**config.mk**
```make
export PLATFORM = sky130hd
export DESIGN_NAME = swp_status_ctrl
export DESIGN_NICKNAME = d
export VERILOG_FILES = /design/src/rtl/swp_pkg.sv /design/src/rtl/swp_cycle_timer.sv /design/src/rtl/swp_region_decode.sv /design/src/rtl/swp_status_regs.sv /design/src/rtl/swp_status_ctrl.sv
export SDC_FILE = /design/constraint.sdc
export NUM_CORES = 1
export LEC_CHECK = 0
export BUFFER_PORTS_ARGS = -buffer_cell sky130_fd_sc_hd__buf_2
export CORE_MARGIN = 2
export CORE_UTILIZATION = 49
export CTS_CLUSTER_SIZE = 28
export DETAILED_ROUTE_END_ITERATION = 8
export HOLD_SLACK_MARGIN = 0.15
export PLACE_DENSITY = 0.79
export SLEW_MARGIN = 30
export SYNTH_ARGS = -nofsm -noshare
export SYNTH_HDL_FRONTEND = slang
export SYNTH_SLANG_ARGS = --single-unit
```
**constraint.sdc**
```tcl
create_clock -name clk_i -period 2 [get_ports clk_i]
set_clock_uncertainty 0.1 [all_clocks]
set_input_delay 0.2 -clock clk_i [delete_from_list [all_inputs] [get_ports clk_i]]
set_output_delay 0.2 -clock clk_i [all_outputs]
set_load 0.05 [all_outputs]
```
**src/rtl/swp_pkg.sv**
```systemverilog
package swp_pkg;
  localparam int unsigned ST_BUSY = 0;
  localparam int unsigned ST_WEN  = 1;
  localparam int unsigned ST_BP0  = 2;
  localparam int unsigned ST_BP1  = 3;
  localparam int unsigned ST_LOCK = 7;

  typedef enum logic [1:0] {
    PROT_NONE = 2'b00,
    PROT_QTR  = 2'b01,
    PROT_HALF = 2'b10,
    PROT_ALL  = 2'b11
  } prot_lvl_e;

  localparam logic [7:0] STATUS_BUSY = 8'hFF;
endpackage

```
**src/rtl/swp_cycle_timer.sv**
```systemverilog
module swp_cycle_timer #(
  parameter int unsigned WR_CYCLES = 1000000
) (
  input  logic clk_i,
  input  logic rst_ni,
  input  logic start_i,
  output logic busy_o,
  output logic done_o
);
  localparam int unsigned CNT_W = $clog2(WR_CYCLES + 1);

  logic [CNT_W-1:0] cnt_q;
  logic             busy_q;

  assign busy_o = busy_q;
  assign done_o = busy_q && (cnt_q == '0);

  always_ff @(posedge clk_i or negedge rst_ni) begin
    if (!rst_ni) begin
      busy_q <= 1'b0;
      cnt_q  <= '0;
    end else if (!busy_q) begin
      if (start_i) begin
        busy_q <= 1'b1;
        cnt_q  <= CNT_W'(WR_CYCLES - 1);
      end
    end else if (cnt_q == '0) begin
      busy_q <= 1'b0;
    end else begin
      cnt_q <= cnt_q - 1'b1;
    end
  end

  p_busy_hold_r3: assert property (@(posedge clk_i) disable iff (!rst_ni)
    busy_o && !done_o |=> busy_o);
  p_done_ends_r3: assert property (@(posedge clk_i) disable iff (!rst_ni)
    done_o |=> !busy_o);
endmodule

```
**src/rtl/swp_region_decode.sv**
```systemverilog
module swp_region_decode
  import swp_pkg::*;
#(
  parameter int unsigned ADDR_W = 10
) (
  input  logic [1:0]        lvl_i,
  input  logic [ADDR_W-1:0] addr_i,
  output logic              prot_o
);
  logic [1:0] top2;
  assign top2 = addr_i[ADDR_W-1 -: 2];

  always_comb begin
    unique case (prot_lvl_e'(lvl_i))
      PROT_NONE: prot_o = 1'b0;
      PROT_QTR:  prot_o = (top2 == 2'b11);
      PROT_HALF: prot_o = top2[1];
      default:   prot_o = 1'b1;
    endcase
  end
endmodule

```
**src/rtl/swp_status_regs.sv**
```systemverilog
module swp_status_regs (
  input  logic       clk_i,
  input  logic       rst_ni,
  input  logic       busy_i,
  input  logic       done_i,
  input  logic       lock_i,
  input  logic       wren_i,
  input  logic       wrdi_i,
  input  logic       wrsr_i,
  input  logic [7:0] wrsr_data_i,
  input  logic       sr_commit_i,
  input  logic       arr_start_i,
  output logic       wen_o,
  output logic       lock_en_o,
  output logic [1:0] lvl_o,
  output logic       sr_start_o
);
  logic       wen_q, lock_en_q, pend_q, sr_kind_q;
  logic [1:0] lvl_q;
  logic [2:0] new_q;
  logic       unused_bits;

  assign unused_bits = ^{wrsr_data_i[6:4], wrsr_data_i[1:0]};
  assign wen_o       = wen_q;
  assign lock_en_o   = lock_en_q;
  assign lvl_o       = lvl_q;
  assign sr_start_o  = sr_commit_i && pend_q && wen_q && !lock_i && !busy_i;

  // write-enable latch
  always_ff @(posedge clk_i or negedge rst_ni) begin
    if (!rst_ni)         wen_q <= 1'b0;
    else if (done_i)     wen_q <= 1'b0;
    else if (!busy_i) begin
      if (wrdi_i)        wen_q <= 1'b0;
      else if (wren_i)   wen_q <= 1'b1;
    end
  end

  // staged status write, dropped if the lock shows up before commit
  always_ff @(posedge clk_i or negedge rst_ni) begin
    if (!rst_ni) begin
      pend_q <= 1'b0;
      new_q  <= '0;
    end else if (busy_i || lock_i || sr_commit_i) begin
      pend_q <= 1'b0;
    end else if (wrsr_i && wen_q) begin
      pend_q <= 1'b1;
      new_q  <= {wrsr_data_i[7], wrsr_data_i[3:2]};
    end
  end

  always_ff @(posedge clk_i or negedge rst_ni) begin
    if (!rst_ni) begin
      sr_kind_q <= 1'b0;
      lock_en_q <= 1'b0;
      lvl_q     <= 2'b00;
    end else begin
      if (sr_start_o)       sr_kind_q <= 1'b1;
      else if (arr_start_i) sr_kind_q <= 1'b0;
      if (done_i && sr_kind_q) begin
        lock_en_q <= new_q[2];
        lvl_q     <= new_q[1:0];
      end
    end
  end

  p_wen_clear_r5: assert property (@(posedge clk_i) disable iff (!rst_ni)
    done_i |=> !wen_o);
  p_wrdi_clears_r4: assert property (@(posedge clk_i) disable iff (!rst_ni)
    wrdi_i && !busy_i |=> !wen_o);
  p_bits_frozen_r11: assert property (@(posedge clk_i) disable iff (!rst_ni)
    !done_i |=> $stable({lock_en_o, lvl_o}));
  p_lock_abort_r10: assert property (@(posedge clk_i) disable iff (!rst_ni)
    lock_i && !busy_i |=> !sr_start_o);
endmodule

```
**src/rtl/swp_status_ctrl.sv**
```systemverilog
module swp_status_ctrl
  import swp_pkg::*;
#(
  parameter int unsigned DEPTH     = 1024,
  parameter int unsigned WR_CYCLES = 1000000,
  localparam int unsigned ADDR_W   = $clog2(DEPTH)
) (
  input  logic              clk_i,
  input  logic              rst_ni,
  input  logic              wp_pin_i,
  input  logic              wren_i,
  input  logic              wrdi_i,
  input  logic              wrsr_i,
  input  logic [7:0]        wrsr_data_i,
  input  logic              sr_commit_i,
  input  logic              arr_commit_i,
  input  logic [ADDR_W-1:0] arr_addr_i,
  output logic [7:0]        status_o,
  output logic              busy_o,
  output logic              sr_allow_o,
  output logic              arr_allow_o
);
  logic       busy, done, wen, lock_en, lock, prot, sr_start, arr_start;
  logic [1:0] lvl;

  assign lock = lock_en && !wp_pin_i;

  swp_cycle_timer #(.WR_CYCLES(WR_CYCLES)) i_timer (
    .clk_i   (clk_i),
    .rst_ni  (rst_ni),
    .start_i (sr_start || arr_start),
    .busy_o  (busy),
    .done_o  (done)
  );

  swp_region_decode #(.ADDR_W(ADDR_W)) i_region (
    .lvl_i  (lvl),
    .addr_i (arr_addr_i),
    .prot_o (prot)
  );

  swp_status_regs i_regs (
    .clk_i       (clk_i),
    .rst_ni      (rst_ni),
    .busy_i      (busy),
    .done_i      (done),
    .lock_i      (lock),
    .wren_i      (wren_i),
    .wrdi_i      (wrdi_i),
    .wrsr_i      (wrsr_i),
    .wrsr_data_i (wrsr_data_i),
    .sr_commit_i (sr_commit_i),
    .arr_start_i (arr_start),
    .wen_o       (wen),
    .lock_en_o   (lock_en),
    .lvl_o       (lvl),
    .sr_start_o  (sr_start)
  );

  assign sr_allow_o  = wen && !busy && !lock;
  assign arr_allow_o = wen && !busy && !prot;
  assign arr_start   = arr_commit_i && arr_allow_o && !sr_start;
  assign busy_o      = busy;

  always_comb begin
    status_o          = '0;
    status_o[ST_LOCK] = lock_en;
    status_o[ST_BP1]  = lvl[1];
    status_o[ST_BP0]  = lvl[0];
    status_o[ST_WEN]  = wen;
    if (busy) status_o = STATUS_BUSY;
  end

  p_all_blocks_r7: assert property (@(posedge clk_i) disable iff (!rst_ni)
    (status_o[3:2] == 2'b11) && !busy_o |-> !arr_allow_o);
  p_lock_sr_r8: assert property (@(posedge clk_i) disable iff (!rst_ni)
    status_o[ST_LOCK] && !busy_o && !wp_pin_i |-> !sr_allow_o);
  p_no_start_busy_r12: assert property (@(posedge clk_i) disable iff (!rst_ni)
    busy_o |-> !arr_allow_o && !sr_allow_o);
endmodule

```
==> reports/qor.csv <==
metric,value,unit
status,finished with violations,
violations,negative setup slack,
worst_pin_slew,0.693,ns
synth_xor_area_share,0.500,%
synth-simple-area-share,30.4,%
initial_utilization,51.7,%
die_h,63.8,um
root_buffer,clkbuf_4,
wl_per_cell,23.2,um
layout_commonest_cell,buf_4,
synthFlopType,dfrtp_1,
wl,7020,um
insertion_delay,0.35,ns
min_path_cells,3,
cts-buffers-inserted,5,
synth_compound_area_share,12.0,%
reg2regPathDepth,6,
ys_types,47,
drcViolationCount,0,
synth_top_family_by_area,simple AND/OR/NAND/NOR gates,
synthMuxAreaShare,7.36,%
met2_usage,51.4,%
post-route-min-period,2.19,ns
grt_antenna_before_repair,0,
cts.clk_slew.worst_paths,0.11,ns
grt_overflow,0,
htree_num_levels,2,
die_width,63.8,um
critPathRequiredTime,2.13,ns
rr_startpoint,i_timer.cnt_q[16]$_DFFE_PN0P_,
critPathLaunchType,flip-flop,
p_leak,1.19,nW
synth_edf_count,0,
grt_util_met3,6.87,%
r2r-end,i_timer.cnt_q[17]$_DFFE_PN0P_,
area_delta_synth_final,57.4,%
hold_ws,0.166,ns
drt_iter0_markers,252,
drive_above_1_share,61.3,%
peakVddDrop,0.000311,V
crit_type,reg -> reg,
synth.area.top_cells,"dfrtp_1 (43%), mux2_2 (4.5%), and3_1 (3.6%)",
arrival,2.32,ns
globalplace.congestion,0.936,
end_kind,flip-flop,
drt_pass1_iterations,5,
setup_viol,24,
die_area,0.00407,sq mm
netlist_instances,180,
syn-mean-instance-area,9.73,sq um
period_share,110,%
fillCellCount,167,
io_buffers,23,
syn_area,0.00175,sq mm
relSlewSlack,53.8,%
yosysSeqAreaShare,42.9,%
synth_nets,208,
min_path_type,in -> reg,
regArea,758,sq um
top_usage_layer,met2,
grt_max_degree,31,
hold_path_end,i_regs.pend_q$_DFFE_PN0P_,
timing.final.ws_setup,-0.191,ns
track_usage,29.9,%
dp_hpwl,3320,um
clockBufferDepth,2,
pwr_density_cell,384,mW/mm^2
ios,37,
rsz0062_at_grt,yes,
min_from,wrsr_i,
core_area,0.00339,sq mm
path_max_fanout,6,
yosysTopAreaCell,dfrtp_1,
regToRegSetupSlack,-0.19,ns
final_antenna_net_count,0,
ys_ff_latch,30,
cts_sinks,30,
total_power,1.06,mW
grt_util_met1,35.1,%
fin_area,0.00276,sq mm
cts_tree,built,
fin_cells,302,
multiInputGateArea,0.00125,sq mm
grt_pass1_vias,1896,
max_freq,457,MHz
final_nets,283,
finalHoldViolCount,0,
drv_cap,0,
synthArstFlopShare,100,%
drv_slew,0,
ys_warn_count,0,
synth_adder_area_share,1.43,%
viasPerCell,6.62,
postPlaceCellArea,0.00216,sq mm
num_rows,21,
dp.cells,270,
fin_tns_setup,-2.86,ns
diodes,0,
grt_pass1_wl,9390,um
layout_common_cells,"buf_4 (44), dfrtp_1 (24), buf_2 (23), nand2_1 (9), nor2_1 (9)",
vias,1999,
yosysTopAreaCellShare,42.9,%
==> what timing repair did <==
item,in CTS,in global routing
hold endpoints to repair,35,0
hold buffers,7,0
resized for setup,28,46
pin swaps,15,10
buffers inserted,7,9
cloned,1,0
setup endpoints to repair,19,26
==> how the worst max path moves through the flow <==
| stage | start | to | slack [ns] | depth (start not counted) |
|---|---|---|---|---|
| 2_1_floorplan | i_timer.busy_o$_DFF_PN0_ | i_timer.cnt_q[13]$_DFFE_PN0P_ | -0.03 | 7 |
| 3_3_place_gp | i_timer.cnt_q[13]$_DFFE_PN0P_ | i_regs.lvl_o[1]$_DFFE_PN0P_ | -0.05 | 5 |
| 3_5_place_dp | i_timer.cnt_q[13]$_DFFE_PN0P_ | i_regs.lock_en_o$_DFFE_PN0P_ | -0.09 | 5 |
| 4_1_cts | i_timer.cnt_q[12]$_DFFE_PN0P_ | i_regs.lock_en_o$_DFFE_PN0P_ | -0.07 | 5 |
| 5_1_grt | i_timer.cnt_q[16]$_DFFE_PN0P_ | i_timer.cnt_q[6]$_DFFE_PN0P_ | -0.37 | 7 |
| 6_report | i_timer.cnt_q[16]$_DFFE_PN0P_ | i_timer.cnt_q[17]$_DFFE_PN0P_ | -0.19 | 6 |
==> power breakdown <==
| part | switching (mW) | total (mW) | internal, mW |
|---|---|---|---|
| sequential | 0.00166 | 0.610 | 0.608 |
| combinational | 0.0212 | 0.0411 | 0.0198 |
| clock | 0.239 | 0.407 | 0.169 |
==> stage by stage <==
| stage | setup WS [ns] | util (%) |
|---|---|---|
| final | -0.191 | 81.3 |
| after global routing | -0.366 | 81.3 |
| after CTS | -0.0680 | 72.7 |
| after detailed placement | -0.0933 | 63.6 |
| after global placement | -0.0477 | 63.6 |
| after floorplan | -0.0252 | - |
==> layout make-up <==
type | instances | share of cell area, %
tap | 46 | 2.09
timing repair buffer | 81 | 21.9
inverter | 5 | 0.681
clock inverter | 2 | 0.454
sequential | 30 | 27.5
multi-input combinational | 132 | 45.5
clock buffer | 6 | 1.86
==> metal layers <==
metal	up-vias	wire length (um)	part of all wire (%)
met5	-	0	0
li1	828	-	-
met1	966	2490	35
met4	0	464	6.6
met2	153	3490	50
met3	52	574	8.2
==> cell families (layout without fill, tap and decap cells) <==
logic type,count (synthesis),in the layout
compound gates,29,29
xor+xnor,1,1
fa+ha+maj,2,2
buf+inv,19,94
flops,30,30
mux,12,12
simple gates,87,88
==> worst max-delay path, cell delays in order, from the launching register on <==
cell and delay [ns]:
dfrtp_1 0.45, nor3_1 0.48, and4_4 0.38, and3_4 0.27
buf_6 0.15, nor4_2 0.06, nand3b_1 0.17
==> state kept, by name, indices dropped and copies added, names as in the netlist <==
register and cells:
i_timer.busy_o 1, i_regs.sr_kind_q 1, i_regs.lvl_o 2, i_regs.new_q 3, i_regs.wen_o 1, i_regs.lock_en_o 1
i_timer.cnt_q 20, i_regs.pend_q 1
==> cells in the mapped netlist, types with 2 or more instances <==
cell       number
a311oi_1        4
or3_2           2
o2111ai_1       2
buf_4           6
nor3_1          7
and3_1         10
or2_2           5
mux2_2          7
nor3_2          2
nand4_1         3
nand2b_1        4
a31oi_1         4
a21oi_1         5
nand3_1         3
dfrtp_1        30
clkbuf_1        7
or3_1           3
o31ai_1         8
ha_1            2
nand2_1        10
nor4_1          4
or4_1           8
inv_1           5
nor2_1         12
mux2i_1         5
(Power assumes the default switching activity.)
